[config.mk]
export PLATFORM = sky130hd
export DESIGN_NAME = chg_mod_drive
export DESIGN_NICKNAME = d
export VERILOG_FILES = /design/src/rtl/chg_mod_pkg.sv /design/src/rtl/chg_tm_decode.sv /design/src/rtl/chg_hyst_latch.sv /design/src/rtl/chg_pulse_timer.sv /design/src/rtl/chg_mod_drive.sv
export SDC_FILE = /design/constraint.sdc
export NUM_CORES = 1
export LEC_CHECK = 0
export ABC_AREA = 1
export CORE_MARGIN = 5
export CORE_UTILIZATION = 35
export CTS_CLUSTER_SIZE = 28
export DETAILED_ROUTE_END_ITERATION = 8
export GPL_ROUTABILITY_DRIVEN = 0
export PLACE_DENSITY = 0.51
export SLEW_MARGIN = 20
export SYNTH_ARGS = -nofsm -noshare
export SYNTH_HDL_FRONTEND = slang
export SYNTH_SLANG_ARGS = --single-unit
[constraint.sdc]
create_clock -name clk -period 6 [get_ports clk]
set_input_delay 1.2 -clock clk [delete_from_list [all_inputs] [get_ports clk]]
set_output_delay 1.2 -clock clk [all_outputs]
set_load 0.05 [all_outputs]
[src/rtl/chg_mod_pkg.sv]
package chg_mod_pkg;

  typedef enum logic [2:0] {
    CM_OFF     = 3'd0,
    CM_PEND    = 3'd1,
    CM_FAST    = 3'd2,
    CM_TOPOFF  = 3'd3,
    CM_TRICKLE = 3'd4
  } chg_mode_e;

  // Three-state pin levels after folding the unused code onto low.
  localparam logic [1:0] TL_LOW   = 2'd0;
  localparam logic [1:0] TL_FLOAT = 2'd1;
  localparam logic [1:0] TL_HIGH  = 2'd2;

  typedef struct packed {
    logic       trickle_en;
    logic       topoff_en;
    logic [2:0] shift;     // trickle period = unit << shift
  } pulse_cfg_t;

  function automatic logic [1:0] tri_level(input logic [1:0] code);
    return (code == 2'b11) ? TL_LOW : code;
  endfunction

endpackage

[src/rtl/chg_tm_decode.sv]
module chg_tm_decode
  import chg_mod_pkg::*;
(
  input  logic [1:0] tm_a,
  input  logic [1:0] tm_b,
  output pulse_cfg_t cfg
);

  logic [1:0] lvl_a;
  logic [1:0] lvl_b;
  logic [3:0] sel_idx;

  always_comb begin
    lvl_a   = tri_level(tm_a);
    lvl_b   = tri_level(tm_b);
    sel_idx = {2'b00, lvl_a} + 4'd3 * {2'b00, lvl_b};
    cfg     = '0;
    case (sel_idx)
      4'd1: cfg = '{trickle_en: 1'b1, topoff_en: 1'b0, shift: 3'd4};
      4'd2: cfg = '{trickle_en: 1'b1, topoff_en: 1'b0, shift: 3'd3};
      4'd3: cfg = '{trickle_en: 1'b1, topoff_en: 1'b0, shift: 3'd2};
      4'd4: cfg = '{trickle_en: 1'b1, topoff_en: 1'b0, shift: 3'd1};
      4'd5: cfg = '{trickle_en: 1'b1, topoff_en: 1'b1, shift: 3'd3};
      4'd6: cfg = '{trickle_en: 1'b1, topoff_en: 1'b1, shift: 3'd2};
      4'd7: cfg = '{trickle_en: 1'b1, topoff_en: 1'b1, shift: 3'd1};
      4'd8: cfg = '{trickle_en: 1'b1, topoff_en: 1'b1, shift: 3'd0};
      default: cfg = '0;
    endcase
  end

endmodule

[src/rtl/chg_hyst_latch.sv]
module chg_hyst_latch (
  input  logic clk,
  input  logic rst,
  input  logic active,
  input  logic clear,
  input  logic below_lo,
  input  logic above_hi,
  output logic level_d,
  output logic level_q
);

  always_comb begin
    if (clear || !active)  level_d = 1'b0;
    else if (above_hi)     level_d = 1'b0;
    else if (below_lo)     level_d = 1'b1;
    else                   level_d = level_q;
  end

  always_ff @(posedge clk) begin
    if (rst) level_q <= 1'b0;
    else     level_q <= level_d;
  end

endmodule

[src/rtl/chg_pulse_timer.sv]
module chg_pulse_timer #(
  parameter int CW    = 18,
  parameter int PULSE = 260
) (
  input  logic          clk,
  input  logic          rst,
  input  logic          tick,
  input  logic          restart,
  input  logic [CW-1:0] limit,
  output logic          on
);

  localparam logic [CW-1:0] PULSE_C = CW'(PULSE);
  localparam logic [CW-1:0] ONE_C   = CW'(1);

  logic [CW-1:0] cnt_q;
  logic [CW-1:0] pos;

  always_comb begin
    pos = restart ? '0 : cnt_q;
    on  = (pos < PULSE_C);
  end

  always_ff @(posedge clk) begin
    if (rst)
      cnt_q <= '0;
    else if (tick)
      cnt_q <= (pos >= limit - ONE_C) ? '0 : pos + ONE_C;
    else
      cnt_q <= pos;
  end

endmodule

[src/rtl/chg_mod_drive.sv]
module chg_mod_drive
  import chg_mod_pkg::*;
#(
  parameter int PULSE_TICKS        = 260,
  parameter int TOPOFF_GAP_TICKS   = 1820,
  parameter int TRICKLE_UNIT_TICKS = 15000
) (
  input  logic       clk,
  input  logic       rst,
  input  logic       tick_us,
  input  logic [2:0] mode_req,
  input  logic       sense_below_lo,
  input  logic       sense_above_hi,
  input  logic       ext_reg_sel,
  input  logic [1:0] tm_sel_a,
  input  logic [1:0] tm_sel_b,
  input  logic       over_volt,
  output logic       chg_en
);

  localparam int TRK_MAX   = TRICKLE_UNIT_TICKS * 16;
  localparam int TOP_PER   = PULSE_TICKS + TOPOFF_GAP_TICKS;
  localparam int MAX_PER   = (TRK_MAX > TOP_PER) ? TRK_MAX : TOP_PER;
  localparam int CW        = $clog2(MAX_PER + 1);
  localparam logic [CW-1:0] TOP_LIM  = CW'(TOP_PER);
  localparam logic [CW-1:0] UNIT_LIM = CW'(TRICKLE_UNIT_TICKS);

  pulse_cfg_t    cfg;
  logic [2:0]    mode_q;
  logic          restart;
  logic [CW-1:0] limit;
  logic          pulse_on;
  logic          hyst_d;
  logic          hyst_q;
  logic          is_fast;
  logic          en_d;
  logic          en_q;

  chg_tm_decode u_dec (
    .tm_a (tm_sel_a),
    .tm_b (tm_sel_b),
    .cfg  (cfg)
  );

  assign restart = (mode_req != mode_q);
  assign is_fast = (mode_req == CM_FAST);

  always_comb begin
    case (mode_req)
      CM_TOPOFF:          limit = TOP_LIM;
      CM_PEND, CM_TRICKLE: limit = UNIT_LIM << cfg.shift;
      default:            limit = '0;
    endcase
  end

  chg_pulse_timer #(
    .CW    (CW),
    .PULSE (PULSE_TICKS)
  ) u_tmr (
    .clk     (clk),
    .rst     (rst),
    .tick    (tick_us),
    .restart (restart),
    .limit   (limit),
    .on      (pulse_on)
  );

  chg_hyst_latch u_hyst (
    .clk      (clk),
    .rst      (rst),
    .active   (is_fast),
    .clear    (over_volt),
    .below_lo (sense_below_lo),
    .above_hi (sense_above_hi),
    .level_d  (hyst_d),
    .level_q  (hyst_q)
  );

  always_comb begin
    en_d = 1'b0;
    if (!over_volt) begin
      case (mode_req)
        CM_FAST:             en_d = ext_reg_sel | hyst_d;
        CM_TOPOFF:           en_d = cfg.topoff_en & pulse_on;
        CM_PEND, CM_TRICKLE: en_d = cfg.trickle_en & pulse_on;
        default:             en_d = 1'b0;
      endcase
    end
  end

  always_ff @(posedge clk) begin
    if (rst) begin
      mode_q <= CM_OFF;
      en_q   <= 1'b0;
    end else begin
      mode_q <= mode_req;
      en_q   <= en_d;
    end
  end

  assign chg_en = en_q;

  // hyst_q feeds the hold path only through hyst_d; tie it into nothing else.
  logic unused_hyst;
  assign unused_hyst = hyst_q;

endmodule

# --- Yosys cells after proc, flatten, opt, wreduce, memory -nomap -nowiden ---
# Memory sizes are Yosys's and may differ from the RTL's.
# Cells that the tools add are included.
word_totals:
  regBits: 23
  romBits: 80
  output_inout_bits: 1
  word_cells: 36
  mem_count: 1
memory_table:
  columns: ["memory", "words", "word_bits", "read_ports", "rd_ports_with_merged_regs", "write_ports", "line_no", "rtl"]
  rows:
  - ["(name not given)", 16, 5, 1, 0, 0, "chg_tm_decode.sv:18", "case (sel_idx)"]
op_classes:
  n_addsub: 3
  multipliers: 1
  magnitude_cmp: 2
  n_eq_ne: 7
  shifts: 1
  muxes: 10
  n_bitwise: 3
  reduce_logical: 4
ops:
  columns: ["op", "n"]
  rows:
  - ["$mux 18", 3]
  - ["$pmux 18 s2", 1]
  - ["$add 18x1->18 const B", 1]
  - ["$ge 18x18->1", 1]
  - ["$lt 18x9->1 const B", 1]
  - ["$shl 14x3->18 const A", 1]
  - ["$sub 18x1->18 const B", 1]
  - ["$eq 3x2->1 const B", 2]
  - ["$add 2x4->4", 1]
  - ["$eq 2x2->1 const B", 2]
  - ["$mul 2x2->4 const A", 1]
  - ["$mux 2", 2]
  - ["$reduce_or 2->1", 2]
  - ["$eq 3x1->1 const B", 1]
  - ["$eq 3x3->1 const B", 1]
  - ["$mux 1", 3]
  - ["$ne 3x3->1", 1]
  - ["$pmux 1 s3", 1]
  - ["$and 1x1->1", 2]
  - ["$logic_not 1->1", 1]
  - ["$logic_or 1x1->1", 1]
  - ["$or 1x1->1", 1]

# --- Logic depth before layout (Yosys ltp) ---
# Gate-level depths: netlist of run 1.
# An unclocked memory read counts as a cell.
logic_depth:
  depth_word: 11
  depth_mapped: 32
  ltp_nobuf: 32

# --- Hierarchy ---
# From an unflattened synthesis of run 1, not the netlist that was laid out.
hier_totals:
  hier_cells: 438
  area_unflattened_um2: 2776.4
by_module_without_submodules:
  columns: ["mod", "instances", "cells_each", "area_each_um2"]
  rows:
  - ["chg_pulse_timer", 1, 315, 2009.4]
  - ["chg_mod_drive", 1, 68, 436.7]
  - ["chg_tm_decode", 1, 45, 265.3]
  - ["chg_hyst_latch", 1, 10, 65.1]

# --- Least setup slack after synthesis of run 1 ---
# OpenSTA, ideal clock, no wires.
synth_path:
  path_type: "input-to-reg"
  startpoint: "input tm_sel_b[0]"
  endpoint: "register u_tmr.cnt_q[12]"
  t_arrival_ps: 5197
  t_required_ps: 5882
  slack_ps: 685
  cell_stages: 28
  n_path_buf: 1
  cell_sequence: "inv_1 -> ha_1 -> inv_1 -> ha_1 -> ha_1 -> fa_1 -> nor2_1 -> nor2_1 -> inv_1 -> ha_1 -> inv_1 -> nor2_1 -> inv_2 -> ha_1 -> inv_1 -> nor2_2 -> nand3_1 -> xnor2_1 -> ha_1 -> nand2_1 -> or2_2 -> nand3_1 -> nand2_1 -> nand3_1 -> nand2_1 -> nand2_1 -> buf_2 -> nor2_1"
synth_between:
  elab_chain_len: 11
synth_lines:
  columns: ["item", "line_no", "rtl"]
  rows:
  - ["from (decl)", "chg_mod_drive.sv:16", "input logic [1:0] tm_sel_b,"]
  - ["$eq 2x2->1", "chg_mod_pkg.sv:23", "return (code == 2'b11) ? TL_LOW : code;"]
  - ["$mux 2 (*)", "chg_mod_pkg.sv:23", null]
  - ["$mul 2x2->4 (*)", "chg_tm_decode.sv:16", "sel_idx = {2'b00, lvl_a} + 4'd3 * {2'b00, lvl_b};"]
  - ["$add 2x4->4 (*)", "chg_tm_decode.sv:16", null]
  - ["$mem_v2 16x5 (*)", null, null]
  - ["$shl 14x3->18 (*)", "chg_mod_drive.sv:51", "CM_PEND, CM_TRICKLE: limit = UNIT_LIM << cfg.shift;"]
  - ["$pmux 18 s2 (*)", "chg_mod_drive.sv:49", "case (mode_req)"]
  - ["$sub 18x1->18 (*)", "chg_pulse_timer.sv:28", "cnt_q <= (pos >= limit - ONE_C) ? '0 : pos + ONE_C;"]
  - ["$ge 18x18->1 (*)", "chg_pulse_timer.sv:28", null]
  - ["$mux 18 (*)", "chg_pulse_timer.sv:28", null]
  - ["$mux 18 (*)", "chg_pulse_timer.sv:27", "else if (tick)"]
  - ["to (signal assigned)", "chg_pulse_timer.sv:28", null]
  - ["to (signal assigned)", "chg_pulse_timer.sv:30", "cnt_q <= pos;"]
  - ["to (decl)", "chg_pulse_timer.sv:16", "logic [CW-1:0] cnt_q;"]
# Mark *: on every way between the ends. The rest lies on a longest branch, timed or not.
# A chain may end at the register's enable or synchronous reset.

# --- Worst setup path after layout of run 1 ---
layout_path:
  startpoint: "input tm_sel_b[0]"
  endpoint: "register u_tmr.cnt_q[2]"
# Same word-level chain as after synthesis.

==> results.sh, run 1 <==
export IMPL_rows=30
export IMPL_cts_root_buf="clkbuf_8"
export IMPL_synth_edf_count=0
export IMPL_syn_avg_cell_area_sq_um=6.46
export IMPL_via_per_inst=4.66
export IMPL_num_vias=2323
export IMPL_drt_initial_drc_count=114
export IMPL_async_reset_ff_frac=0
export IMPL_ys_seq_elements=23
export IMPL_die_area_sq_um=8810
export IMPL_path_clk_slew_ns=0.09
export IMPL_final_cell_mix="82 x nand2_1, 56 x nor2_1, 50 x inv_1, 29 x ha_1"
export IMPL_diodes=0
export IMPL_rrSetupSlack_ns=3.20
export IMPL_crit_type="input pin to register"
export IMPL_powerDensity_nw_per_um2=163
export IMPL_antenna_found_initial=0
export IMPL_dp_hpwl_um=5150
export IMPL_clkSinkCount=23
export IMPL_p_leak_nw=1.32
export IMPL_die_w_um=93.9
export IMPL_r2r_start="mode_q[1]"
export IMPL_hold_path_endpoint="u_tmr.cnt_q[1]"
export IMPL_dp_cells=495
export IMPL_hold_path_class="register to register"
export IMPL_syn_inst=381
export IMPL_tightest_slew_ns=0.676
export IMPL_whs_path_depth=4
export IMPL_drv_cap=0
export IMPL_netlist_area_sq_um=2460
export IMPL_drive_gt1_frac=0.149
export IMPL_placed_area_sq_um=2740
export IMPL_drt_total_wl_um=6210
export IMPL_cts_tree="built"
export IMPL_maxSlewHeadroom=0.548
export IMPL_synth_distinct_cells=39
export IMPL_io_pins=15
export IMPL_syn_num_nets=426
export IMPL_critPathRequiredTime_ns=6.16
export IMPL_worstPathArrival_ns=5.80
export IMPL_clock_latency_ns=0.27
export IMPL_setup_viol=0
export IMPL_maxSlewViolCount=0
export IMPL_rsz0062_at_grt="no"
export IMPL_status="completed"
export IMPL_fin_tns_setup_ns=0
export IMPL_min_from="u_tmr.cnt_q[1]"
export IMPL_yosys_warnings=0
export IMPL_finalNonFillerCells=499
export IMPL_finalCriticalPeriod_ns=5.64
export IMPL_track_usage=0.146
export IMPL_hold_viol_final=0
export IMPL_postRouteAntennaNets=0
export IMPL_fin_worst_skew_ns=0.00114
export IMPL_initial_core_util=0.360
export IMPL_core_area_sq_um=6830
export IMPL_drc_errors=0
export IMPL_fin_crit_sh=0.941
export IMPL_irDropWorstVdd_v=0.0000919
export IMPL_ys_seq_area_frac=0.187
export IMPL_stdcell_area_sq_um=2810
export IMPL_final_common_cell="nand2_1"
export IMPL_ctsHoldBuffers=0
export IMPL_fmax_ghz=0.177
export IMPL_wl_per_cell_um=12.5
export IMPL_grt_pass1_vias=2166
export IMPL_fin_nets=449
export IMPL_critPathLaunchType="input pin"
export IMPL_worstPathMaxFanout=7
export IMPL_clockBufferDepth=2
export IMPL_drt_pre_antenna_iters=4
export IMPL_syn2layout_area_growth_pct=14.3
export IMPL_htree_levels=1
export IMPL_port_buffers=14
export IMPL_grt_ovfl_total=0
export IMPL_grt_pass1_wl_um=10500
export IMPL_p_total_mw=0.459
export IMPL_r2r_cells=16
export IMPL_synth_ff_type="dfxtp_1"
export IMPL_die_y_um=93.9
export IMPL_r2r_end="u_tmr.cnt_q[8]"
export IMPL_grt_max_degree=25
export IMPL_endpoint_kind="register"
export IMPL_numCtsBuffers=3
export IMPL_utilization=0.412
==> final cells by class <==
| cell class | count | area (sq um) |
|---|---|---|
| Fill cell | 726 | 4020 |
| Multi-Input combinational cell | 295 | 1760 |
| Sequential cell | 23 | 460 |
| Inverter | 60 | 226 |
| Timing Repair Buffer | 21 | 200 |
| Tap cell | 96 | 120 |
| Clock buffer | 4 | 45.0 |
==> routing by layer <==
layer,wire length (um),global-route usage,vias to the layer above
met1,3240,0.216,1018
met5,0,0,-
li1,-,-,1269
met2,2730,0.226,32
met4,63,0.0265,0
met3,178,0.0192,4
==> logic make-up (layout without fill, tap and decap cells) <==
group | count (synthesis) | after routing | synth area share
AO/OA/AOI/OAI | 44 | 44 | 0.102
XOR/XNOR | 12 | 12 | 0.0458
adder cells (fa/ha/maj) | 31 | 31 | 0.161
flip-flops | 23 | 23 | 0.187
buffers and inverters | 63 | 85 | 0.105
AND/OR/NAND/NOR | 208 | 208 | 0.400
==> cells in the mapped netlist (2+ instances only) <==
cell | number | share of area
o21ai_0 | 11 | 0.022
nand4_1 | 6 | 0.015
nor2_4 | 4 | 0.018
nand2_1 | 84 | 0.13
xor2_1 | 6 | 0.021
nand3_1 | 23 | 0.047
o21ai_2 | 3 | 0.011
nand3_2 | 3 | 0.012
o21ai_1 | 3 | 0.0061
inv_2 | 8 | 0.012
dfxtp_1 | 23 | 0.19
xnor2_1 | 5 | 0.018
or2_2 | 4 | 0.010
nor2_2 | 7 | 0.018
ha_1 | 30 | 0.15
inv_1 | 51 | 0.078
a21oi_1 | 19 | 0.039
nor3_2 | 2 | 0.0081
nor2_1 | 57 | 0.087
o22ai_1 | 2 | 0.0051
nand3_4 | 2 | 0.014
nor3_1 | 6 | 0.012
nand2_2 | 6 | 0.015
==> power breakdown <==
part           switching [mW]  internal [mW]
logic                   0.122         0.0812
registers             0.00120          0.154
clock network          0.0530         0.0475
total                   0.176          0.283
==> per-stage QoR <==
stage	setup slack, ns	hold WS, ns
2_1_floorplan	0.685	0.515
3_3_place_gp	0.0646	0.553
3_5_place_dp	0.0319	0.539
4_1_cts	0.288	0.551
5_1_grt	0.0152	0.606
6_report	0.356	0.550
==> worst max path at each step <==
stage,startpoint,to,slack (ns),cells past startpoint
floorplan,tm_sel_b[0],u_tmr.cnt_q[12],0.68,28
global placement,tm_sel_b[0],u_tmr.cnt_q[2],0.06,27
detailed placement,tm_sel_b[0],u_tmr.cnt_q[2],0.03,27
CTS,tm_sel_b[0],u_tmr.cnt_q[2],0.29,27
global route,tm_sel_b[0],u_tmr.cnt_q[3],0.02,27
finish,tm_sel_b[0],u_tmr.cnt_q[2],0.36,27
==> registers in the layout, indices dropped and copies added (netlist names) <==
name and count:
chg_en 1, mode_q 3, u_hyst.level_q 1, u_tmr.cnt_q 18
==> worst max-delay path, stage by stage <==
cell and delay [ns]:
clkdlybuf4s50_1 0.48, inv_1 0.05, ha_1 0.27, inv_1 0.04
ha_1 0.28, ha_1 0.22, fa_2 0.59, or2_2 0.12
nand3_1 0.10, buf_4 0.18, ha_1 0.31, nor2_1 0.08
o21ai_2 0.15, nand2_2 0.08, nor2_4 0.11, nand3_1 0.09
xnor2_1 0.15, ha_1 0.30, nand2_1 0.09, or2_2 0.30
nand3_1 0.09, nand2_1 0.06, nand3_1 0.10, nand2_1 0.07
nand2_2 0.12, buf_6 0.14, nor3_1 0.05
==> repair_timing <==
item | 4_1_cts | 5_1_grt
resized for setup | 0 | 9
buffers inserted | 0 | 0
setup endpoints to repair | 0 | 17
Power figures use the tool's default switching activity.
==> run 2: changes to the inputs <==
- PLACE_DENSITY: 0.51 -> 0.6
==> results.sh, run 2 (same netlist as run 1, synthesis figures left out) <==
export IMPL_status="completed"
export IMPL_clkSinkCount=23
export IMPL_hold_viol_final=0
export IMPL_hold_path_class="register to register"
export IMPL_postRouteAntennaNets=0
export IMPL_fin_nets=450
export IMPL_rows=30
export IMPL_die_area_sq_um=8810
export IMPL_fin_worst_skew_ns=0.0121
export IMPL_numCtsBuffers=3
export IMPL_critPathLaunchType="input pin"
export IMPL_critPathRequiredTime_ns=6.21
export IMPL_r2r_end="u_tmr.cnt_q[10]"
export IMPL_fmax_ghz=0.178
export IMPL_die_w_um=93.9
export IMPL_irDropWorstVdd_v=0.0000563
export IMPL_htree_levels=1
export IMPL_p_leak_nw=1.32
export IMPL_syn2layout_area_growth_pct=14.2
export IMPL_diodes=0
export IMPL_via_per_inst=4.69
export IMPL_worstPathArrival_ns=5.83
export IMPL_top_regs="u_tmr.cnt_q x18, mode_q x3"
export IMPL_clockBufferDepth=2
export IMPL_cts_tree="built"
export IMPL_grt_pass1_vias=2190
export IMPL_dp_hpwl_um=4870
export IMPL_path_delay_family="adder cells"
export IMPL_rsz0062_at_grt="yes"
export IMPL_grt_ovfl_total=0
export IMPL_tightest_slew_ns=0.678
export IMPL_setup_viol=0
export IMPL_cts_root_buf="clkbuf_8"
export IMPL_grt_max_degree=25
export IMPL_utilization=0.412
export IMPL_maxSlewViolCount=0
export IMPL_drive_gt1_frac=0.153
export IMPL_drv_cap=0
export IMPL_io_pins=15
export IMPL_path_clk_slew_ns=0.09
export IMPL_drt_total_wl_um=5860
export IMPL_drt_pre_antenna_iters=4
export IMPL_crit_type="input pin to register"
export IMPL_track_usage=0.140
export IMPL_startpoint="tm_sel_b[0]"
export IMPL_fill_cells=739
export IMPL_grtUsageMet1=0.194
export IMPL_postCtsSetupBuffers=0
export IMPL_slowest_delay_ns=0.58
export IMPL_r2r_start="mode_q[1]"
export IMPL_final_cell_mix="83 x nand2_1, 55 x nor2_1, 50 x inv_1, 30 x ha_1"
export IMPL_port_buffers=14
export IMPL_seqCellArea_sq_um=460
export IMPL_maxSlewHeadroom=0.547
export IMPL_busiest_layer="met2"
export IMPL_powerDensity_nw_per_um2=161
export IMPL_fin_crit_sh=0.937
export IMPL_multi_input_area_sq_um=1760
export IMPL_r2r_cells=16
export IMPL_core_area_sq_um=6830
export IMPL_cp_slowest_cell="fa_2"
export IMPL_critPathMostFrequentCell="ha_1"
export IMPL_rrSetupSlack_ns=3.10
export IMPL_final_common_cell="nand2_1"
export IMPL_cp_endpoint="u_tmr.cnt_q[10]"
export IMPL_drc_errors=0
export IMPL_drt_initial_drc_count=201
export IMPL_num_vias=2343
export IMPL_use_met3=0.0176
export IMPL_die_y_um=93.9
export IMPL_cp_depth=29
export IMPL_initial_core_util=0.360
export IMPL_largest_reg_flops=18
export IMPL_grt_pass1_wl_um=10100
export IMPL_fin_tns_setup_ns=0
export IMPL_whs_ns=0.554
export IMPL_regMostFlops="u_tmr.cnt_q"
export IMPL_wl_per_cell_um=11.7
export IMPL_worstPathMaxFanout=5
export IMPL_antenna_found_initial=0
export IMPL_gr_usage_met2=0.230
export IMPL_finalCriticalPeriod_ns=5.62
export IMPL_clock_latency_ns=0.28
export IMPL_crit_buf_inv=8
export IMPL_endpoint_kind="register"
## run 2: cell types whose count changed in the layout (fill, tap and decap cells not counted), sizes merged
| cell | previous run | this run |
|---|---|---|
| buf | 7 | 8 |
| clkbuf | 4 | 3 |
| clkinv | 1 | 2 |
## run 2: per-stage QoR
stage	power (mW)	setup slack [ns]	cell area (sq um)	instances
final	0.452	0.378	2810	500
after global routing	0.492	-0.0110	2810	500
after CTS	0.456	0.363	2800	500
after detailed placement	0.352	0.0987	2750	496
after global placement	0.350	0.173	2750	496
after floorplan	0.298	0.685	2460	381
## run 2: layout make-up
type / count / share of cell area
Multi-Input combinational cell: 295 / 0.625
Sequential cell: 23 / 0.164
Inverter: 60 / 0.0806
Timing Repair Buffer: 22 / 0.0712
Tap cell: 96 / 0.0427
Clock buffer: 3 / 0.0147
Clock inverter: 1 / 0.00178
## run 2: tightest hold or removal path: stages, from the launching register on
cell     delay [ns]
dfxtp_1        0.32
inv_1          0.04
nor2_1         0.05
nand2_1        0.05
a21oi_1        0.05
## run 2: worst min path at each step
stage	from	endpoint	slack [ns]	depth (start not counted)
finish	u_tmr.cnt_q[1]	u_tmr.cnt_q[1]	0.55	4
global route	u_tmr.cnt_q[1]	u_tmr.cnt_q[1]	0.60	4
CTS	u_tmr.cnt_q[1]	u_tmr.cnt_q[1]	0.56	4
detailed placement	u_tmr.cnt_q[1]	u_tmr.cnt_q[1]	0.54	4
global placement	u_tmr.cnt_q[1]	u_tmr.cnt_q[1]	0.55	4
floorplan	u_tmr.cnt_q[1]	u_tmr.cnt_q[1]	0.52	4
## run 2: timing repair
action                                  in CTS  in global routing
gates resized for setup                      0                  6
endpoints found under the setup margin       0                 17
endpoints found under the hold margin        0                  0
hold buffers                                 0                  0
## run 2: routing by layer
metal / up-vias / wire [um] / share of wire
met5: - / 0 / 0
met4: 0 / 85 / 0.015
met3: 6 / 142 / 0.024
met2: 28 / 2710 / 0.46
met1: 1043 / 2920 / 0.50
li1: 1266 / - / -
## run 2: power by group
group          total [mW]  leakage (nW)  internal, mW  switching (mW)
sequential          0.156         0.186         0.154         0.00121
clock               0.100        0.0255        0.0465          0.0539
combinational       0.196          1.11        0.0794           0.117
